==> src/rtl/tdc_pkg.sv <==
package tdc_pkg;

  localparam int WORD_W   = 32;
  localparam int LEN_W    = 11;
  localparam int CNT_W    = 12;
  localparam int RES_W    = 3;

  // control word bit positions (behavioural contract with memory image)
  localparam int B_TMO    = 18;
  localparam int B_NAK    = 19;
  localparam int B_BAB    = 20;
  localparam int B_STL    = 22;
  localparam int B_ACT    = 23;
  localparam int B_IOC    = 24;
  localparam int B_ISO    = 25;
  localparam int B_ERR_LO = 27;
  localparam int B_SPD    = 29;

  localparam logic [7:0] PID_IN    = 8'h69;
  localparam logic [7:0] PID_OUT   = 8'hE1;
  localparam logic [7:0] PID_SETUP = 8'h2D;

  localparam logic [RES_W-1:0] RES_OK      = 3'd0;
  localparam logic [RES_W-1:0] RES_NODEV   = 3'd1;
  localparam logic [RES_W-1:0] RES_NAK     = 3'd2;
  localparam logic [RES_W-1:0] RES_STALL   = 3'd3;
  localparam logic [RES_W-1:0] RES_BABBLE  = 3'd4;
  localparam logic [RES_W-1:0] RES_TIMEOUT = 3'd5;

  typedef enum logic [1:0] {
    OC_HOLD    = 2'd0,
    OC_ADVANCE = 2'd1,
    OC_FATAL   = 2'd2
  } outcome_e;

  typedef struct packed {
    logic [7:0]       pid;
    logic [6:0]       dev_addr;
    logic [3:0]       endp;
    logic [LEN_W-1:0] limit;
  } tok_fields_t;

  typedef struct packed {
    logic [WORD_W-1:0] ctrl;
    outcome_e          outcome;
    logic [1:0]        cause;
    logic              proc_err;
    logic              bus_err;
    logic              writeback;
  } verdict_t;

endpackage

==> src/rtl/td_token_split.sv <==
module td_token_split
  import tdc_pkg::*;
(
  input  logic [WORD_W-1:0] token,
  output tok_fields_t       fields,
  output logic              is_in,
  output logic              is_setup,
  output logic              pid_known
);

  localparam int LIM_LO = WORD_W - LEN_W;

  always_comb begin
    fields.pid      = token[7:0];
    fields.dev_addr = token[14:8];
    fields.endp     = token[18:15];
    fields.limit    = token[WORD_W-1:LIM_LO] + LEN_W'(1);
    is_in           = (token[7:0] == PID_IN);
    is_setup        = (token[7:0] == PID_SETUP);
    pid_known       = is_in || is_setup || (token[7:0] == PID_OUT);
  end

endmodule

==> src/rtl/td_len_resolve.sv <==
module td_len_resolve
  import tdc_pkg::*;
(
  input  logic             is_in,
  input  logic [RES_W-1:0] result,
  input  logic [CNT_W-1:0] count,
  input  logic [LEN_W-1:0] limit,
  output logic [LEN_W-1:0] eff_len,
  output logic [RES_W-1:0] eff_result
);

  logic over;

  always_comb begin
    over       = count > CNT_W'(limit);
    eff_result = result;
    eff_len    = limit;
    if (is_in) begin
      if (result == RES_OK) begin
        if (over) begin
          eff_len    = limit;
          eff_result = RES_BABBLE;
        end else begin
          eff_len    = count[LEN_W-1:0];
        end
      end else begin
        eff_len = '0;
      end
    end
  end

endmodule

==> src/rtl/td_rule_eval.sv <==
module td_rule_eval
  import tdc_pkg::*;
(
  input  logic [WORD_W-1:0] ctrl,
  input  logic              is_in,
  input  logic              is_setup,
  input  logic              pid_known,
  input  logic [LEN_W-1:0]  limit,
  input  logic [LEN_W-1:0]  eff_len,
  input  logic [RES_W-1:0]  eff_result,
  output verdict_t          verdict
);

  logic [WORD_W-1:0] c;
  logic [1:0]        err;
  logic              do_tmo;
  outcome_e          oc;
  logic [1:0]        cause;
  logic              perr;
  logic              berr;

  always_comb begin
    c      = ctrl;
    oc     = OC_HOLD;
    cause  = {1'b0, ctrl[B_IOC]};
    perr   = 1'b0;
    berr   = 1'b0;
    do_tmo = 1'b0;
    err    = ctrl[B_ERR_LO+1:B_ERR_LO];

    if (ctrl[B_ACT]) begin
      if (!pid_known) begin
        oc   = OC_FATAL;
        perr = 1'b1;
      end else begin
        if (ctrl[B_ISO]) c[B_ACT] = 1'b0;
        case (eff_result)
          RES_OK: begin
            c[LEN_W-1:0] = eff_len - LEN_W'(1);
            c[B_ACT]     = 1'b0;
            if (is_in && ctrl[B_SPD] && (eff_len < limit)) begin
              cause[1] = 1'b1;
              oc       = OC_HOLD;
            end else begin
              oc = OC_ADVANCE;
            end
          end
          RES_NAK: begin
            c[B_NAK] = 1'b1;
            do_tmo   = is_setup;
          end
          RES_STALL: begin
            c[B_STL] = 1'b1;
            c[B_ACT] = 1'b0;
          end
          RES_BABBLE: begin
            c[B_BAB] = 1'b1;
            c[B_STL] = 1'b1;
            c[B_ACT] = 1'b0;
            oc       = OC_FATAL;
          end
          default: do_tmo = 1'b1;
        endcase

        if (do_tmo) begin
          c[B_TMO] = 1'b1;
          if (err != 2'd0) begin
            err = err - 2'd1;
            if (err == 2'd0) begin
              c[B_ACT] = 1'b0;
              berr     = 1'b1;
            end
          end
          c[B_ERR_LO+1:B_ERR_LO] = err;
        end
      end
    end

    verdict.ctrl      = c;
    verdict.outcome   = oc;
    verdict.cause     = cause;
    verdict.proc_err  = perr;
    verdict.bus_err   = berr;
    verdict.writeback = (c != ctrl);
  end

endmodule

==> src/rtl/td_stage_reg.sv <==
module td_stage_reg #(
  parameter int W = 8
) (
  input  logic         clk,
  input  logic         rst_n,
  input  logic         en,
  input  logic [W-1:0] d,
  output logic [W-1:0] q,
  output logic         q_valid
);

  logic [W-1:0] q_nxt;

  always_comb begin
    q_nxt = q;
    if (en) q_nxt = d;
  end

  always_ff @(posedge clk or negedge rst_n) begin
    if (!rst_n) begin
      q       <= '0;
      q_valid <= 1'b0;
    end else begin
      q       <= q_nxt;
      q_valid <= en;
    end
  end

endmodule

==> src/rtl/td_complete.sv <==
module td_complete
  import tdc_pkg::*;
(
  input  logic              clk,
  input  logic              rst_n,
  input  logic              in_valid,
  input  logic [31:0]       in_ctrl,
  input  logic [31:0]       in_token,
  input  logic [2:0]        in_result,
  input  logic [11:0]       in_count,
  output logic              out_valid,
  output logic [31:0]       out_ctrl,
  output logic [1:0]        out_outcome,
  output logic [1:0]        out_cause,
  output logic              out_proc_err,
  output logic              out_bus_err,
  output logic              out_writeback,
  output logic [7:0]        out_pid,
  output logic [6:0]        out_dev_addr,
  output logic [3:0]        out_endp,
  output logic [10:0]       out_limit
);

  localparam int STAGE_W = $bits(verdict_t) + $bits(tok_fields_t);

  tok_fields_t      tok;
  logic             is_in, is_setup, pid_known;
  logic [LEN_W-1:0] eff_len;
  logic [RES_W-1:0] eff_result;
  verdict_t         vd;
  verdict_t         vd_q;
  tok_fields_t      tok_q;

  td_token_split u_split (
    .token     (in_token),
    .fields    (tok),
    .is_in     (is_in),
    .is_setup  (is_setup),
    .pid_known (pid_known)
  );

  td_len_resolve u_len (
    .is_in      (is_in),
    .result     (in_result),
    .count      (in_count),
    .limit      (tok.limit),
    .eff_len    (eff_len),
    .eff_result (eff_result)
  );

  td_rule_eval u_rules (
    .ctrl       (in_ctrl),
    .is_in      (is_in),
    .is_setup   (is_setup),
    .pid_known  (pid_known),
    .limit      (tok.limit),
    .eff_len    (eff_len),
    .eff_result (eff_result),
    .verdict    (vd)
  );

  td_stage_reg #(.W(STAGE_W)) u_stage (
    .clk     (clk),
    .rst_n   (rst_n),
    .en      (in_valid),
    .d       ({vd, tok}),
    .q       ({vd_q, tok_q}),
    .q_valid (out_valid)
  );

  assign out_ctrl      = vd_q.ctrl;
  assign out_outcome   = vd_q.outcome;
  assign out_cause     = vd_q.cause;
  assign out_proc_err  = vd_q.proc_err;
  assign out_bus_err   = vd_q.bus_err;
  assign out_writeback = vd_q.writeback;
  assign out_pid       = tok_q.pid;
  assign out_dev_addr  = tok_q.dev_addr;
  assign out_endp      = tok_q.endp;
  assign out_limit     = tok_q.limit;

endmodule

==> config.mk <==
export PLATFORM = sky130hd
export DESIGN_NAME = td_complete
export DESIGN_NICKNAME = d
export VERILOG_FILES = /design/src/rtl/tdc_pkg.sv /design/src/rtl/td_token_split.sv /design/src/rtl/td_len_resolve.sv /design/src/rtl/td_rule_eval.sv /design/src/rtl/td_stage_reg.sv /design/src/rtl/td_complete.sv
export SDC_FILE = /design/constraint.sdc
export NUM_CORES = 1
export LEC_CHECK = 0
export CAP_MARGIN = 20
export CELL_PAD_IN_SITES_DETAIL_PLACEMENT = 2
export CELL_PAD_IN_SITES_GLOBAL_PLACEMENT = 2
export CORE_MARGIN = 3
export CORE_UTILIZATION = 27
export CTS_CLUSTER_DIAMETER = 50
export DETAILED_ROUTE_END_ITERATION = 16
export GPL_ROUTABILITY_DRIVEN = 0
export GPL_TIMING_DRIVEN = 0
export HOLD_SLACK_MARGIN = 0.08
export PLACE_DENSITY = 0.82
export SLEW_MARGIN = 30
export SYNTH_ARGS = -nofsm -noshare
export SYNTH_HDL_FRONTEND = slang
export SYNTH_SLANG_ARGS = --single-unit
==> constraint.sdc <==
create_clock -name clk -period 1.1 [get_ports clk]
set_input_delay 0.165 -clock clk [delete_from_list [all_inputs] [get_ports clk]]
set_output_delay 0.165 -clock clk [all_outputs]
set_load 0.01 [all_outputs]
# After elaboration in Yosys (flattened, before gate mapping)
# Cells that the tools add are included.
[word_totals] register_bits=70 output_inout_bits=70
[classes] n_lt_le_gt_ge=2 eq_ne=7 muxes=44 n_addsub=3 n_reduce_logical=10
[op_table] operator="$mux 11" n=6
[op_table] operator="$mux 1" n=23
[op_table] operator="$ne 18x18->1" n=1
[op_table] operator="$mux 2" n=8
[op_table] operator="$mux 3" n=5
[op_table] operator="$gt 12x11->1" n=1
[op_table] operator="$add 11x1->11 const B" n=1
[op_table] operator="$lt 11x11->1" n=1
[op_table] operator="$sub 11x1->11 const B" n=1
[op_table] operator="$eq 8x6->1 const B" n=1
[op_table] operator="$eq 8x7->1 const B" n=1
[op_table] operator="$eq 8x8->1 const B" n=1
[op_table] operator="$eq 3x2->1 const B" n=2
[op_table] operator="$logic_not 3->1" n=2
[op_table] operator="$pmux 2 s2" n=1
[op_table] operator="$eq 3x3->1 const B" n=1
[op_table] operator="$reduce_or 3->1" n=1
[op_table] operator="$logic_and 1x1->1" n=2
[op_table] operator="$logic_not 2->1" n=1
[op_table] operator="$logic_or 1x1->1" n=2
[op_table] operator="$pmux 1 s2" n=1
[op_table] operator="$reduce_bool 2->1" n=1
[op_table] operator="$reduce_or 2->1" n=1
[op_table] operator="$sub 2x1->2 const B" n=1

# Longest topological paths before layout
[depth] ltp_word=14 ltp_mapped=19 mapped_depth_nobuf=19

# By module
# From an unflattened synthesis, not the netlist that was laid out.
[hier_totals] cells_unflattened=431 hier_area_um2=4668.2
[modules_own_cells] mod="td_stage_reg" n_inst=1 seq_area_each_um2=1751.7 area_per_inst_um2=2628.8 cells_each=147
[modules_own_cells] mod="td_rule_eval" n_inst=1 seq_area_each_um2=0.0 area_per_inst_um2=935.9 cells_each=138
[modules_own_cells] mod="td_len_resolve" n_inst=1 seq_area_each_um2=0.0 area_per_inst_um2=735.7 cells_each=96
[modules_own_cells] mod="td_token_split" n_inst=1 seq_area_each_um2=0.0 area_per_inst_um2=367.9 cells_each=50

# Least setup slack after synthesis
# OpenSTA, ideal clock, no wires.
[synth_timing] path_type="input-to-reg" from="in in_token[21]" to="reg u_stage.q[34]" setup_slack_ps=-3011 required_time_ps=1022 cell_stages=17 arrival_ps=4033 n_path_buf=0 path_cell_list="ha_1 nand3_1 xor2_1 ha_1 nor2_1 o221ai_1 or3_1 maj3_2 a2111o_1 a31oi_1 o21ai_0 ha_1 or3_1 a311oi_1 a221oi_1 o2bb2ai_1 o21bai_1"
[synth_via] elab_chain_cells=11 elab_cells_between_ends=15 classes_between="add/sub (1); order compare (2); mux (10); reduce/logical (2)"
[synth_lines] item="start: declaration" line="td_complete.sv:8" rtl="input logic [31:0] in_token,"
[synth_lines] item="$add 11x1->11 *" line="td_token_split.sv:17" rtl="fields.limit = token[WORD_W-1:LIM_LO] + LEN_W'(1);"
[synth_lines] item="$gt 12x11->1" line="td_len_resolve.sv:15" rtl="over = count > CNT_W'(limit);"
[synth_lines] item="$mux 11" line="td_len_resolve.sv:20" rtl="if (over) begin"
[synth_lines] item="$mux 11" line="td_len_resolve.sv:19" rtl="if (result == RES_OK) begin"
[synth_lines] item="$mux 11" line="td_len_resolve.sv:18" rtl="if (is_in) begin"
[synth_lines] item="$lt 11x11->1" line="td_rule_eval.sv:41" rtl="if (is_in && ctrl[B_SPD] && (eff_len < limit)) begin"
[synth_lines] item="$logic_and 1x1->1" line="td_rule_eval.sv:41"
[synth_lines] item="$mux 1" line="td_rule_eval.sv:41"
[synth_lines] item="$mux 1 *" line="td_rule_eval.sv:37" rtl="case (eff_result)"
[synth_lines] item="$mux 1 *" line="td_rule_eval.sv:32" rtl="if (!pid_known) begin"
[synth_lines] item="$mux 1 *" line="td_rule_eval.sv:31" rtl="if (ctrl[B_ACT]) begin"
[synth_lines] item="end signal: assignment" line="td_stage_reg.sv:24" rtl="q <= q_nxt;"
[synth_lines] item="end: declaration" line="td_stage_reg.sv:8" rtl="output logic [W-1:0] q,"
# Every way passes the cells marked *; elsewhere a longest branch is shown, timed or not.
# A chain may end at the register's enable or synchronous reset.

# Worst setup path in the final report
[layout_timing] from="in in_token[21]" to="reg u_stage.q[35]"
[layout_via] elab_chain_cells=11 elab_cells_between_ends=16 classes_between="add/sub (1); order compare (2); eq/ne (1); mux (10); reduce/logical (2)"
[layout_lines] item="$add 11x1->11 *" line="td_token_split.sv:17"
[layout_lines] item="$gt 12x11->1" line="td_len_resolve.sv:15"
[layout_lines] item="$mux 11" line="td_len_resolve.sv:20"
[layout_lines] item="$mux 11" line="td_len_resolve.sv:19"
[layout_lines] item="$mux 11" line="td_len_resolve.sv:18"
[layout_lines] item="$lt 11x11->1" line="td_rule_eval.sv:41"
[layout_lines] item="$logic_and 1x1->1" line="td_rule_eval.sv:41"
[layout_lines] item="$mux 1" line="td_rule_eval.sv:41"
[layout_lines] item="$pmux 2 s2 *" line="td_rule_eval.sv:37"
[layout_lines] item="$mux 2 *" line="td_rule_eval.sv:32"
[layout_lines] item="$mux 2 *" line="td_rule_eval.sv:31"
# Marked as above.

==> flow_metrics.py <==
metrics = {
    "synthesis": {
        "synth-main-ff-cell": "dfrtp_1",
        "ys_ff_latch": 69,
        "syn_area_per_cell_um2": 9.936,
        "synth_nets": 525,
        "async_reset_ff_share_pct": 100.0,
        "yosys.area.top_type_share_pct": 40.89,
        "seq_area_frac_synth_pct": 40.89,
        "synthTopCellsByCount": "69 x dfrtp_1, 41 x nor2_1, 37 x nand2_1",
        "yosysTopAreaCell": "dfrtp_1",
        "synth.most_common_cell": "dfrtp_1",
        "synth_edf_count": 0,
        "netlist_area_mm2": 0.004223,
        "yosys_warnings": 0,
        "ys_types": 73,
        "synthCells": 425,
        "synth_top_cells_by_area": "dfrtp_1 41%, mux2_2 9.3%, ha_1 5.3%",
    },
    "sta": {
        "final-hold-violation-count": 0,
        "setup_ws_ns": -2.928,
        "setup_violations": 34,
        "clock.fmax_mhz": 248.3,
        "drv_slew": 0,
        "relSlewSlack_pct": 27.27,
        "tightest_slew_ns": 1.083,
        "finClkSkew_ns": 0,
        "whs_ns": 0.1566,
        "rsz0062_at_grt": "yes",
        "period_share_pct": 366.2,
        "finalCriticalPeriod_ns": 4.028,
    },
    "floorplan": {
        "die_area_mm2": 0.01718,
        "coreArea_mm2": 0.01526,
        "num_rows": 45,
        "initial_utilization_pct": 27.68,
        "dieHeight_um": 131.1,
        "ios": 152,
        "die-width_um": 131.1,
    },
    "critical_path": {
        "end_kind": "flop",
        "worstSetupPathType": "in -> reg",
        "crit_arrival_ns": 4.26,
        "ff2ff_path_depth": 4,
        "startpoint_type": "primary input",
        "worst_ep_required_time_ns": 1.34,
        "cp_max_fo": 8,
    },
    "flow_run": {
        "maxCapViolations": 0,
    },
    "pwr": {
        "power_density_mw_per_mm2": 1124,
        "p_leak_nw": 3.400,
        "peakVddDrop_v": 0.001149,
    },
    "grt": {
        "overflow": 0,
        "grt_pass1_wl_mm": 34.84,
        "grt_max_degree": 51,
        "grtUsageTotal_pct": 27.30,
        "grt_pass1_vias": 5542,
        "antenna_found_initial": 0,
    },
    "worst_hold_path": {
        "hold_path_depth": 2,
        "hp-class": "in -> reg",
    },
    "routing": {
        "vias": 5031,
        "viasPerCell": 5.535,
        "drtAntennaViolNets": 0,
        "drt_iter0_markers": 297,
        "detail_route.first_pass.iterations": 4,
        "drt_wl_total_mm": 28.52,
        "drc": 0,
        "wire_per_inst_um": 31.38,
    },
    "clock_tree": {
        "cts_buffer_depth": 2,
        "cts_inserted_buffers": 9,
        "root_buffer": "clkbuf_16",
        "insertion_delay_ns": 0.35,
        "clk_pin_slew_ns": 0.07,
        "cts_tree": "done",
        "clock_sinks": 69,
        "htree_levels": 3,
    },
    "final_layout": {
        "design_area_mm2": 0.008033,
        "area_growth_pct": 90.22,
        "drive_above_1_share_pct": 54.45,
        "fin_nets": 791,
        "final_util_pct": 52.64,
        "fin_cells": 909,
    },
    "place": {
        "dpl.cell_count": 783,
        "pre_cts_ws_ns": -4.328,
        "placed_area_mm2": 0.006142,
        "hpwlAfterDp_mm": 13.76,
        "placement.io_buffers": 146,
    },
    "status": {
        "violations": "setup timing",
        "status": "complete, but fails checks",
    },
}
## cell type report
cell class | instances | area, um2
Multi-Input combinational cell | 322 | 3236
Antenna cell | 2 | 5.005
Fill cell | 1488 | 7226
Inverter | 15 | 56.30
Tap cell | 211 | 264.0
Timing Repair Buffer | 256 | 2186
Sequential cell | 69 | 1727
Buffer | 18 | 254.0
Clock inverter | 7 | 80.08
Clock buffer | 9 | 225.2
## cell families (layout without fill, tap and decap cells)
kind of cell / Yosys count / count (layout) / share of synthesized area (%)
and+or+nand+nor: 141 / 141 / 17.07
AOI/OAI and AO/OA: 110 / 110 / 19.38
DFF: 69 / 69 / 40.89
buffers and inverters: 34 / 305 / 3.318
adders and majority gates: 19 / 19 / 5.600
other: 0 / 2 / 0
muxes: 36 / 36 / 9.570
xor gates and xnor gates: 16 / 16 / 4.178
## report_power, final
part	internal [W]	switching, W	total (W)	leakage [nW]
Clock	0.00179	0.00138	0.00316	0.143
Combinational	0.00138	0.00153	0.00291	2.45
Sequential	0.00277	0.000182	0.00295	0.808
Total	0.00594	0.00309	0.00903	3.40
## metal layers
layer	track usage (%)	wire length [um]	up-vias
met5	0	0	-
met4	13.85	1681	0
met3	5.429	1229	103
met2	48.60	15040	227
met1	30.87	10580	2594
li1	-	-	2107
## path summary, 6_finish.rpt
kind	slack, ns	end	start
max	-2.93	u_stage.q[35]	in_token[21]
max reg2reg	0.05	u_stage.q[47]	u_stage.q[47]
min in group asynchronous	0.29	u_stage.q[55]	rst_n
min reg2reg	0.49	u_stage.q[60]	u_stage.q[60]
min	0.16	u_stage.q[22]	in_token[0]
max in group asynchronous	0.22	u_stage.q[38]	rst_n
## state kept, by name, indices dropped and copies added, names as in the netlist
signal and count:
u_stage.q_valid 1, u_stage.q 68
## critical path: stages
cell       delay, ns
buf_12          0.08
ha_4            0.17
nand3_4         0.09
xor2_4          0.18
ha_4            0.20
nor2_4          0.15
o221ai_2        0.11
or3_1           0.39
maj3_2          0.37
a2111oi_4       0.29
buf_4           0.21
buf_12          0.12
o32ai_1         0.13
nor2_2          0.41
inv_1           0.11
ha_1            0.36
a21oi_1         0.30
a31oi_4         0.16
o211a_1         0.25
## metrics by stage
stage / TNS (ns) / power [W]
6_report: -46.10 / 0.009028
5_1_grt: -48.20 / 0.009291
4_1_cts: -40.68 / 0.008446
3_5_place_dp: -100.03 / 0.005064
3_3_place_gp: -267.13 / 0.004941
2_1_floorplan: -37.10 / 0.003847
## cell usage in the layout (no fill, tap or decap), types with 4 or more instances in the layout
cell             instances
buf_4                   73
buf_2                   70
dfrtp_1                 69
clkdlybuf4s50_1         56
buf_6                   35
mux2_2                  32
nand2_1                 28
nor2_1                  28
clkbuf_16               15
inv_1                   13
a21oi_2                 13
a21oi_1                 12
ha_1                    10
buf_8                    8
nor2_4                   7
nor2_2                   6
nand3_1                  6
a31oi_1                  6
ha_4                     6
dlygate4sd3_1            6
nand4_1                  5
o21a_1                   5
nand2_2                  5
o21ai_0                  5
a21oi_4                  5
buf_12                   5
nand3_4                  4
nand2_4                  4
and3_4                   4
or3_1                    4
a21o_1                   4
o21ai_1                  4
nand3b_1                 4
## repair_timing
action | 4_1_cts | 5_1_grt
setup endpoints to repair | 138 | 53
setup buffers | 67 | 41
hold buffers | 6 | 0
pin swaps | 52 | 67
gates cloned | 1 | 1
gates resized for setup | 507 | 77
hold endpoints to repair | 74 | 0
Note: power is estimated with default switching activity, not from simulation.
